File: config.mk
export PLATFORM = sky130hd
export DESIGN_NAME = bus_grant_watchdog
export DESIGN_NICKNAME = d
export VERILOG_FILES = /design/src/rtl/bgw_pkg.sv /design/src/rtl/bgw_arbiter.sv /design/src/rtl/bgw_watchdog.sv /design/src/rtl/bgw_regs.sv /design/src/rtl/bus_grant_watchdog.sv
export SDC_FILE = /design/constraint.sdc
export NUM_CORES = 1
export LEC_CHECK = 0
export BUFFER_PORTS_ARGS = -buffer_cell sky130_fd_sc_hd__clkbuf_2
export CAP_MARGIN = 20
export CORE_ASPECT_RATIO = 0.6
export CORE_MARGIN = 2
export CORE_UTILIZATION = 41
export CTS_CLUSTER_SIZE = 20
export DETAILED_ROUTE_END_ITERATION = 7
export PLACE_DENSITY = 0.75
export RECOVER_POWER = 25
export SLEW_MARGIN = 30
export SYNTH_ARGS = -nofsm -noshare
export SYNTH_HDL_FRONTEND = slang
export SYNTH_SLANG_ARGS = --single-unit
File: constraint.sdc
create_clock -name clk -period 2.1 [get_ports clk]
set_clock_uncertainty 0.05 [all_clocks]
set_input_delay 0.525 -clock clk [delete_from_list [all_inputs] [get_ports clk]]
set_output_delay 0.525 -clock clk [all_outputs]
set_load 0.02 [all_outputs]
File: src/rtl/bgw_pkg.sv
package bgw_pkg;
  localparam int unsigned STATUS_ADDR = 0;
  localparam int unsigned CTRL_ADDR   = 1;

  function automatic int unsigned idx_w(input int unsigned n);
    return (n > 1) ? $clog2(n) : 1;
  endfunction
endpackage

File: src/rtl/bgw_arbiter.sv
module bgw_arbiter #(
  parameter int unsigned N_MASTERS = 16,
  localparam int unsigned IW = bgw_pkg::idx_w(N_MASTERS)
) (
  input  logic                 clk,
  input  logic                 rst,
  input  logic [N_MASTERS-1:0] req_i,
  input  logic [N_MASTERS-1:0] en_i,
  output logic [N_MASTERS-1:0] gnt_o,
  output logic                 start_o,
  output logic [IW-1:0]        start_idx_o
);
  logic [N_MASTERS-1:0] gnt_q;
  logic [N_MASTERS-1:0] elig;
  logic [IW-1:0]        pick;
  logic                 any;

  assign elig = req_i & en_i;

  always_comb begin
    pick = '0;
    any  = 1'b0;
    for (int i = N_MASTERS - 1; i >= 0; i--) begin
      if (elig[i]) begin
        pick = IW'(i);
        any  = 1'b1;
      end
    end
  end

  always_ff @(posedge clk) begin
    if (rst) begin
      gnt_q <= '0;
    end else if (gnt_q == '0) begin
      if (any) gnt_q <= N_MASTERS'(1) << pick;
    end else if ((gnt_q & req_i) == '0) begin
      gnt_q <= '0;
    end
  end

  assign start_o     = (gnt_q == '0) && any;
  assign start_idx_o = pick;
  assign gnt_o       = gnt_q;


  grant_onehot_chk: assert property (@(posedge clk) disable iff (rst)
    $onehot0(gnt_q));


  grant_enabled_chk: assert property (@(posedge clk) disable iff (rst)
    (gnt_q == '0) |=> ((gnt_q & ~$past(en_i)) == '0));


  grant_hold_chk: assert property (@(posedge clk) disable iff (rst)
    ((gnt_q & req_i) != '0) |=> (gnt_q == $past(gnt_q)));
endmodule

File: src/rtl/bgw_watchdog.sv
module bgw_watchdog #(
  parameter int unsigned N_MASTERS = 16,
  parameter int unsigned TIMEOUT   = 255,
  localparam int unsigned IW = bgw_pkg::idx_w(N_MASTERS),
  localparam int unsigned CW = $clog2(TIMEOUT + 1)
) (
  input  logic                 clk,
  input  logic                 rst,
  input  logic                 start_i,
  input  logic [IW-1:0]        start_idx_i,
  input  logic                 busy_i,
  input  logic                 have_it_i,
  output logic [N_MASTERS-1:0] broken_o,
  output logic                 irq_o
);
  logic [CW-1:0]        cnt_q;
  logic                 armed_q;
  logic [IW-1:0]        own_q;
  logic [N_MASTERS-1:0] broken_q;
  logic                 irq_q;

  always_ff @(posedge clk) begin
    if (rst) begin
      cnt_q    <= '0;
      armed_q  <= 1'b0;
      own_q    <= '0;
      broken_q <= '0;
    end else if (start_i) begin
      cnt_q   <= CW'(TIMEOUT);
      armed_q <= 1'b1;
      own_q   <= start_idx_i;
    end else if (armed_q) begin
      if (!busy_i || have_it_i) begin
        armed_q <= 1'b0;
      end else if (cnt_q == CW'(1)) begin
        armed_q         <= 1'b0;
        broken_q[own_q] <= 1'b1;
      end else begin
        cnt_q <= cnt_q - CW'(1);
      end
    end
  end

  always_ff @(posedge clk) begin
    if (rst) irq_q <= 1'b0;
    else     irq_q <= |broken_q;
  end

  assign broken_o = broken_q;
  assign irq_o    = irq_q;


  status_sticky_chk: assert property (@(posedge clk) disable iff (rst)
    1'b1 |=> ((broken_q & $past(broken_q)) == $past(broken_q)));


  irq_follow_chk: assert property (@(posedge clk) disable iff (rst)
    (broken_q != '0) |=> irq_q);


  ack_stops_timer_chk: assert property (@(posedge clk) disable iff (rst)
    (armed_q && have_it_i && !start_i) |=> (broken_q == $past(broken_q)));
endmodule

File: src/rtl/bgw_regs.sv
module bgw_regs #(
  parameter int unsigned N_MASTERS = 16,
  parameter int unsigned REG_W     = 64
) (
  input  logic                 clk,
  input  logic                 rst,
  input  logic                 reg_addr_i,
  input  logic                 reg_wr_i,
  input  logic [REG_W-1:0]     reg_wdata_i,
  input  logic [N_MASTERS-1:0] status_i,
  output logic [N_MASTERS-1:0] en_o,
  output logic [REG_W-1:0]     reg_rdata_o
);
  logic [N_MASTERS-1:1] en_q;
  logic [REG_W-1:0]     rdata_q;
  logic                 ctrl_sel;

  assign ctrl_sel = (reg_addr_i == 1'(bgw_pkg::CTRL_ADDR));

  always_ff @(posedge clk) begin
    if (rst)                      en_q <= '1;
    else if (reg_wr_i && ctrl_sel) en_q <= reg_wdata_i[N_MASTERS-1:1];
  end

  assign en_o = {en_q, 1'b1};

  always_ff @(posedge clk) begin
    if (rst)           rdata_q <= '0;
    else if (ctrl_sel) rdata_q <= REG_W'(en_o);
    else               rdata_q <= REG_W'(status_i);
  end

  assign reg_rdata_o = rdata_q;


  bridge_enable_chk: assert property (@(posedge clk) disable iff (rst)
    (reg_wr_i && ctrl_sel) |=> (en_o[0] && (en_o[N_MASTERS-1:1] == $past(reg_wdata_i[N_MASTERS-1:1]))));
endmodule

File: src/rtl/bus_grant_watchdog.sv
module bus_grant_watchdog #(
  parameter int unsigned N_MASTERS = 16,
  parameter int unsigned TIMEOUT   = 255,
  parameter int unsigned REG_W     = 64,
  localparam int unsigned IW = bgw_pkg::idx_w(N_MASTERS)
) (
  input  logic                 clk,
  input  logic                 rst,
  input  logic [N_MASTERS-1:0] req,
  input  logic                 have_it,
  output logic [N_MASTERS-1:0] gnt,
  output logic                 irq,
  input  logic                 reg_addr,
  input  logic                 reg_wr,
  input  logic [REG_W-1:0]     reg_wdata,
  output logic [REG_W-1:0]     reg_rdata
);
  logic [N_MASTERS-1:0] en;
  logic [N_MASTERS-1:0] broken;
  logic                 start;
  logic [IW-1:0]        start_idx;

  bgw_arbiter #(.N_MASTERS(N_MASTERS)) u_arb (
    .clk(clk), .rst(rst), .req_i(req), .en_i(en),
    .gnt_o(gnt), .start_o(start), .start_idx_o(start_idx)
  );

  bgw_watchdog #(.N_MASTERS(N_MASTERS), .TIMEOUT(TIMEOUT)) u_wdog (
    .clk(clk), .rst(rst), .start_i(start), .start_idx_i(start_idx),
    .busy_i(gnt != '0), .have_it_i(have_it), .broken_o(broken), .irq_o(irq)
  );

  bgw_regs #(.N_MASTERS(N_MASTERS), .REG_W(REG_W)) u_regs (
    .clk(clk), .rst(rst), .reg_addr_i(reg_addr), .reg_wr_i(reg_wr),
    .reg_wdata_i(reg_wdata), .status_i(broken), .en_o(en), .reg_rdata_o(reg_rdata)
  );


  rdata_upper_zero_chk: assert property (@(posedge clk) disable iff (rst)
    1'b1 |=> (reg_rdata[REG_W-1:N_MASTERS] == '0));
endmodule

==> impl_metrics.toml, run 1 <==
[place]
gp_routability_congestion = 0.921
dpl.hpwl_um = 8060
port_buffers = 68
dp_slack_ns = -0.0387

[floorplan]
initial_core_util_pct = 42.9
dieHeight_um = 77.7
design.core.area_um2 = 8650
ioPinCount = 166
die_x_um = 127
rows = 26
dieArea_um2 = 9870

[clocking]
cts_buffer_depth = 2
hold_buffers = 0
cts.sinks = 77
numCtsBuffers = 9
root_buffer = "clkbuf_16"
cts_htree_levels = 3
clk_latency_ns = 0.34
tritoncts = "yes"
clkTransAtPathRegs_ns = 0.06

[final_layout]
multi_input_area_um2 = 1870
layout.nets = 599
drive_above_1_share_pct = 26.5
n_fill_cell = 829
antenna_cells = 0
regArea_um2 = 1540
layout_common_cells = "77 x dfxtp_1, 58 x clkbuf_2, 48 x conb_1"
syn2layout_area_growth_pct = 23.0
layout_commonest_cell = "dfxtp_1"

[yosys]
avgSynthCellArea_um2 = 8.98
ys_ff_latch = 77
async_flop_share_pct = 0
ys_warn_count = 0
synth.distinct_cells = 51
synth_ff_type = "dfxtp_1"
ys_seq_area_share_pct = 41.5
synth_area_um2 = 3720
syn-instance-count = 414
synth_edf_count = 0

[route]
ant_nets = 0
vias_per_cell = 5.35
num_vias = 3366
drc_errors = 0
routed_wl_um = 10700
wl_per_cell_um = 17.0
drtIter0Drc = 361
firstDrtPassIters = 5

[setup_path]
worstReg2RegStart = "u_arb.gnt_o[8]$_SDFFE_PP0P_"
cp.arrival_ns = 2.18
start_kind = "register"
ff2ff_setup_slack_ns = 0.11
crit_required_ns = 2.30
worstSetupPathType = "register to register"
r2r_cells = 8
critPathCaptureType = "register"
reg2reg_to = "u_arb.gnt_o[13]$_SDFFE_PP0P_"
path_max_fanout = 4

[global_routing]
grt_use_met2_pct = 27.0
grt_pass1_vias = 2967
antenna_found_initial = 0
met1_usage_pct = 33.1
grt_usage_pct = 21.4
gr-max-usage-layer = "met1"
gr-total-overflow = 0
grt_pass1_wl_um = 16100
grt_max_degree = 31
use_met3_pct = 8.76

[timing]
finalCritPeriodShare_pct = 94.7
final.setup.tns_ns = 0
tightest_slew_ns = 1.25
min_period_ns = 1.99
max_freq_mhz = 503
setup_ws_ns = 0.111
rsz0062_at_grt = "no"
maxSlewViolCount = 0
hold_viol_final = 0
setup_viol = 0
max_slew_margin_pct = 16.5

[hold_path]
hp-class = "input pin to register"
min_delay_path_depth = 3
min-delay-start = "reg_wdata[2]"
hold_end = "u_regs.en_q[2]$_SDFFE_PP1P_"

[run]
max_cap_violations = 0

[status]
outcome = "finished, final reports clean"

[pwr]
power.total_mw = 4.12
leakage_nw = 1.98
p_per_area_nw_per_um2 = 901
ir_worst_vdd_uv = 440
-- worst max-delay path by stage --
stage	startpoint	slack, ns	cells after the start	endpoint
2_1_floorplan	req[12]	0.23	6	u_arb.gnt_o[10]$_SDFFE_PP0P_
3_3_place_gp	req[3]	-0.05	7	u_arb.gnt_o[15]$_SDFFE_PP0P_
3_5_place_dp	req[7]	-0.04	7	u_arb.gnt_o[15]$_SDFFE_PP0P_
4_1_cts	u_arb.gnt_o[15]$_SDFFE_PP0P_	0.11	6	u_arb.gnt_o[7]$_SDFFE_PP0P_
5_1_grt	reg_addr	0.02	4	u_regs.reg_rdata_o[15]$_SDFF_PP0_
6_report	u_arb.gnt_o[8]$_SDFFE_PP0P_	0.11	8	u_arb.gnt_o[13]$_SDFFE_PP0P_
-- flip-flops by register name, summed over array words and instances (netlist names) --
signal              count
u_arb.gnt_o            16
u_regs.reg_rdata_o     16
u_wdog.broken_o        16
u_regs.en_q            15
u_wdog.cnt_q            8
u_wdog.own_q            4
u_wdog.armed_q          1
u_wdog.irq_o            1
-- critical path: stages, from the launching register on --
cell     delay [ns]
dfxtp_1        0.33
nor4_1         0.31
buf_4          0.20
nand4_1        0.08
buf_4          0.18
nor3_2         0.19
nand4_1        0.13
buf_4          0.19
o32ai_1        0.23
-- synthesized netlist by cell type (2+ instances only) --
cell	n	area share, %
a21oi_1	22	3.0
a221oi_1	5	1.2
a22o_1	5	1.2
a22oi_1	7	1.4
a22oi_2	2	0.67
a31oi_1	7	1.2
a32oi_1	2	0.47
a41oi_1	2	0.47
buf_1	2	0.20
buf_2	2	0.27
buf_4	48	9.7
buf_6	2	0.61
clkbuf_1	13	1.3
dfxtp_1	77	41
ha_1	2	0.67
inv_1	23	2.3
mux2i_1	15	4.0
nand2_1	29	2.9
nand2b_1	2	0.34
nand3_1	36	4.8
nand4_1	6	1.0
nor2_1	41	4.1
nor3_1	2	0.27
nor4_1	8	1.3
nor4b_4	3	1.9
o21a_1	2	0.40
o21ai_0	4	0.54
o32ai_1	16	3.8
or2_2	2	0.34
xor2_1	6	1.4
-- power by group --
group          total (mW)  leakage [nW]  internal (mW)  switching, mW
registers            1.67         0.632           1.56          0.105
clock network        1.58         0.138          0.924          0.654
logic               0.875          1.21          0.338          0.537
-- repair_timing --
action	4_1_cts	5_1_grt
setup endpoints to repair	0	9
buffers inserted	0	2
gates resized for setup	0	7
-- layer usage --
| layer | vias to the layer above | share of wire, % |
|---|---|---|
| li1 | 1579 | - |
| met3 | 12 | 11 |
| met1 | 1593 | 48 |
| met4 | 0 | 0.64 |
| met5 | - | 0 |
| met2 | 182 | 40 |
-- logic make-up (layout without fill, tap and decap cells) --
logic type / after synthesis / after routing / share of synthesized area, %
flops: 77 / 77 / 41.5
xor+xnor: 7 / 7 / 1.65
other cells: 1 / 48 / 0.101
compound gates: 85 / 85 / 17.8
simple gates: 137 / 137 / 19.8
mux: 15 / 15 / 4.04
buf+inv: 90 / 146 / 14.4
fa+ha+maj: 2 / 2 / 0.673
-- metrics by stage --
step           hold slack, ns  utilization (%)  instance area (um^2)  instances
6_report                0.363             52.8                  4570        629
3_3_place_gp            0.427             48.8                  4230        611
3_5_place_dp            0.434             48.8                  4230        611
4_1_cts                 0.359             52.3                  4530        627
5_1_grt                 0.366             52.8                  4570        629
2_1_floorplan           0.408                -                  3890        461
-- final cells by class --
| class | count | area share, % |
|---|---|---|
| inverter | 23 | 1.89 |
| timing repair buffer | 107 | 14.0 |
| multi-input combinational | 294 | 40.8 |
| tap | 112 | 3.07 |
| clock inverter | 7 | 1.64 |
| clock buffer | 9 | 4.93 |
| sequential | 77 | 33.7 |
Power figures use the tool's default switching activity.
==> inputs of run 2 (changes only) <==
Settings changed: CORE_ASPECT_RATIO 0.6 to 1.75, SLEW_MARGIN 30 to default.
==> run 2 against run 1 <==
Compared with the run above: cell count rose by 0.16%; critical path depth fell by 1; worst setup slack gained 0.048 ns; final area is 1.5% lower; maximum frequency is 2.5% higher; count of clock-buffer cells in the layout unchanged; utilization fell by 2.3 points.
==> impl_metrics.toml, run 2 (synthesized netlist as in run 1, its figures left out) <==
[timing]
tightest_slew_ns = 0.862
rsz0062_at_grt = "no"
min_period_ns = 1.94
max_freq_mhz = 515
maxSlewViolCount = 0
hold_viol_final = 0
final.setup.tns_ns = 0
finalCritPeriodShare_pct = 92.4
max_slew_margin_pct = 42.5
setup_viol = 0

[setup_path]
crit_required_ns = 2.28
critPathCaptureType = "register"
path_max_fanout = 4
cp.arrival_ns = 2.12
worstSetupPathType = "register to register"
start_kind = "register"
r2r_cells = 7

[clocking]
tritoncts = "yes"
cts.sinks = 77
cts_htree_levels = 3
clk_latency_ns = 0.34
numCtsBuffers = 9
clkTransAtPathRegs_ns = 0.06
root_buffer = "clkbuf_16"
cts_buffer_depth = 2

[hold_path]
hp-class = "input pin to register"
min_delay_path_depth = 3

[status]
outcome = "finished, final reports clean"

[pwr]
leakage_nw = 1.97
p_per_area_nw_per_um2 = 904
ir_worst_vdd_uv = 590
power.total_mw = 4.07

[floorplan]
rows = 46
design.core.area_um2 = 8920
ioPinCount = 166
initial_core_util_pct = 41.7
die_x_um = 76.0
dieHeight_um = 130
dieArea_um2 = 9870

[route]
num_vias = 3373
drtIter0Drc = 176
vias_per_cell = 5.35
ant_nets = 0
wl_per_cell_um = 16.0
routed_wl_um = 10100
firstDrtPassIters = 5
drc_errors = 0

[final_layout]
final_cells = 630
layout.nets = 592
drive_above_1_share_pct = 25.9
layout_common_cells = "77 x dfxtp_1, 63 x clkbuf_2, 48 x conb_1"
stdcell_area_um2 = 4500
layout_commonest_cell = "dfxtp_1"
antenna_cells = 0
post-route-util_pct = 50.5
syn2layout_area_growth_pct = 21.2
n_fill_cell = 836

[place]
gp_routability_congestion = 0.932
placed_area_um2 = 4190
dp_cells = 614
dpl.hpwl_um = 7710
port_buffers = 68

[global_routing]
gr-total-overflow = 0
antenna_found_initial = 0
grt_max_degree = 46
grt_pass1_vias = 3196
grt_usage_pct = 20.1
grt_pass1_wl_um = 15600

[run]
max_cap_violations = 0
## run 2: cell type report
type | count | area [um^2] | share of cell area [%]
clock inverter | 7 | 77.6 | 1.72
tap | 120 | 150 | 3.33
clock buffer | 9 | 225 | 5.00
inverter | 23 | 86.3 | 1.92
sequential | 77 | 1540 | 34.2
timing repair buffer | 100 | 583 | 12.9
multi-input combinational | 294 | 1840 | 40.9
## run 2: path summary, 6_finish.rpt
path                            slack, ns                            start                              end
worst max-delay path                 0.16      u_arb.gnt_o[7]$_SDFFE_PP0P_     u_arb.gnt_o[11]$_SDFFE_PP0P_
worst min-delay path                 0.37                     reg_wdata[7]      u_regs.en_q[7]$_SDFFE_PP1P_
worst max register to register       0.16      u_arb.gnt_o[7]$_SDFFE_PP0P_     u_arb.gnt_o[11]$_SDFFE_PP0P_
worst min register to register       0.46  u_wdog.broken_o[2]$_SDFFE_PP0P_  u_wdog.broken_o[2]$_SDFFE_PP0P_
## run 2: through the flow
| step | setup WS [ns] | hold WS, ns |
|---|---|---|
| 6_report | 0.159 | 0.372 |
| 5_1_grt | 0.0184 | 0.381 |
| 4_1_cts | 0.0797 | 0.364 |
| 3_5_place_dp | -0.0496 | 0.437 |
| 3_3_place_gp | 0.0101 | 0.422 |
| 2_1_floorplan | 0.229 | 0.408 |
## run 2: timing repair
action / CTS / global route
resized for setup: 0 / 4
setup endpoints to repair: 0 / 10
setup buffers: 0 / 0
hold buffers: 0 / 0
## run 2: critical path: stages, from the launching register on
cell	delay [ns]
dfxtp_1	0.35
nor4_2	0.32
buf_4	0.17
nand4_1	0.15
nor3_2	0.24
buf_4	0.14
nand2_1	0.12
o32ai_1	0.29
## run 2: metal layers
| metal | global-route usage [%] | wire length, um | vias up |
|---|---|---|---|
| met2 | 37.4 | 5240 | 179 |
| met1 | 20.3 | 3730 | 1578 |
| met5 | 0 | 0 | - |
| met4 | 13.0 | 494 | 0 |
| met3 | 4.43 | 613 | 41 |
| li1 | - | - | 1575 |
## run 2: report_power, final
| group | switching [mW] | total (mW) | internal, mW |
|---|---|---|---|
| logic | 0.513 | 0.827 | 0.314 |
| registers | 0.102 | 1.67 | 1.56 |
| clock network | 0.642 | 1.58 | 0.936 |
| total | 1.26 | 4.07 | 2.81 |
==> inputs of run 3 (changes only) <==
Settings changed: CORE_UTILIZATION 41 to 45, PLACE_DENSITY 0.75 to 0.81.
==> run 3 against run 2 <==
Compared with the run above: sequential share of layout area grew 0.41 points; count of clock-buffer cells in the layout increased by 1; utilization grew 5.4 points; hold slack worse by 0.0052 ns; sequential power about the same; first-iteration DRC count increased by 16%; highest routed layer unchanged; routed wire length down 4.0%; global-route usage increased by 2.0 points; register-to-register slack got worse by 0.07 ns.
==> impl_metrics.toml, run 3 (synthesized netlist as in run 1, its figures left out) <==
[status]
outcome = "finished, final reports clean"

[global_routing]
grt_pass1_vias = 3235
grt_max_degree = 46
gr-total-overflow = 0
grt_pass1_wl_um = 15500
antenna_found_initial = 0
grt_usage_pct = 22.1

[setup_path]
critPathCaptureType = "register"
crit_chain = "nor4_2, buf_4, nand4_1, nor3_2, nand4_1, o32ai_1"
crit_required_ns = 2.29
ff2ff_setup_slack_ns = 0.08
cp.arrival_ns = 2.21
crit_top_cell = "nand4_1"
path_max_fanout = 4
cpMaxStageDelayCell = "dfxtp_1"
worstSetupPathType = "register to register"
slowest_delay_ns = 0.35
start_kind = "register"

[final_layout]
n_fill_cell = 699
syn2layout_area_growth_pct = 19.8
post-route-util_pct = 55.9
antenna_cells = 0
layout.nets = 590
layout_common_cells = "77 x dfxtp_1, 59 x clkbuf_2, 48 x conb_1"
drive_above_1_share_pct = 25.6
regArea_um2 = 1540
layout_commonest_cell = "dfxtp_1"
multi_input_area_um2 = 1860

[route]
routed_wl_um = 9670
drc_errors = 0
wl_per_cell_um = 16.2
num_vias = 3388
drtIter0Drc = 205
vias_per_cell = 5.67
firstDrtPassIters = 7
ant_nets = 0

[place]
port_buffers = 68
dp_slack_ns = -0.0948
gp_routability_congestion = 0.996
dpl.hpwl_um = 7410

[floorplan]
dieHeight_um = 124
design.core.area_um2 = 7960
initial_core_util_pct = 46.7
dieArea_um2 = 9030
rows = 43
die_x_um = 72.7
ioPinCount = 166

[clocking]
root_buffer = "clkbuf_16"
numCtsBuffers = 9
clk_latency_ns = 0.34
cts_htree_levels = 3
postCtsSetupBuffers = 0
hold_buffers = 0
cts_buffer_depth = 2
cts.sinks = 77
cts_resized = 0
tritoncts = "yes"
clkTransAtPathRegs_ns = 0.06

[timing]
hold_ws_ns = 0.367
min_period_ns = 2.02
finalCritPeriodShare_pct = 96.0
tightest_slew_ns = 0.675
max_freq_mhz = 496
setup_viol = 0
hold_viol_final = 0
maxSlewViolCount = 0
setup_ws_ns = 0.0844
max_slew_margin_pct = 55.0

[hold_path]
hp-class = "input pin to register"

[pwr]
leakage_nw = 1.93
p_per_area_nw_per_um2 = 887
power.total_mw = 3.95
ir_worst_vdd_uv = 523

[run]
max_cap_violations = 0
run 3: cell count changes in the layout (fill, tap and decap cells not counted), sizes merged:
cell and change:
buf -1, bufinv -1, clkinv -1, clkinvlp +3, inv -2
run 3: stage by stage:
step	cell area, um^2	setup TNS [ns]	cells
final	4450	0	598
after global routing	4450	-0.00591	598
after CTS	4420	0	598
after detailed placement	4130	-0.162	582
after global placement	4130	0	582
after floorplan	3890	0	461
run 3: area by class of cell:
class / instances / area share [%]
sequential: 77 / 34.6
clock buffer: 10 / 5.37
tap: 90 / 2.53
clock inverter: 6 / 1.01
inverter: 23 / 1.94
multi-input combinational: 294 / 41.8
timing repair buffer: 98 / 12.7
run 3: final timing paths:
| path | cells after the start | startpoint | endpoint |
|---|---|---|---|
| setup / recovery | 6 | u_arb.gnt_o[8]$_SDFFE_PP0P_ | u_arb.gnt_o[15]$_SDFFE_PP0P_ |
| hold / removal | 3 | reg_wdata[5] | u_regs.en_q[5]$_SDFFE_PP1P_ |
| setup reg to reg | 6 | u_arb.gnt_o[8]$_SDFFE_PP0P_ | u_arb.gnt_o[15]$_SDFFE_PP0P_ |
| hold reg to reg | 2 | u_wdog.broken_o[2]$_SDFFE_PP0P_ | u_wdog.broken_o[2]$_SDFFE_PP0P_ |
run 3: power by group:
part	total, mW	internal, mW	switching, mW
logic	0.829	0.323	0.507
clock network	1.45	0.837	0.617
registers	1.67	1.56	0.102
run 3: per-layer routing:
layer  track usage (%)  routed length (um)  vias to the layer above
met4              14.2                 475                        0
met2              37.9                5080                      207
met1              23.4                3440                     1571
met3              5.11                 670                       37
li1                  -                   -                     1573
met5                 0                   0                        -
run 3: worst max-delay path: cells and delay by family, from the launching register on:
family,cells,cell delay (ns)
and+or+nand+nor,4,1.02
DFF,1,0.35
AOI/OAI and AO/OA,1,0.32
buffers and inverters,1,0.18
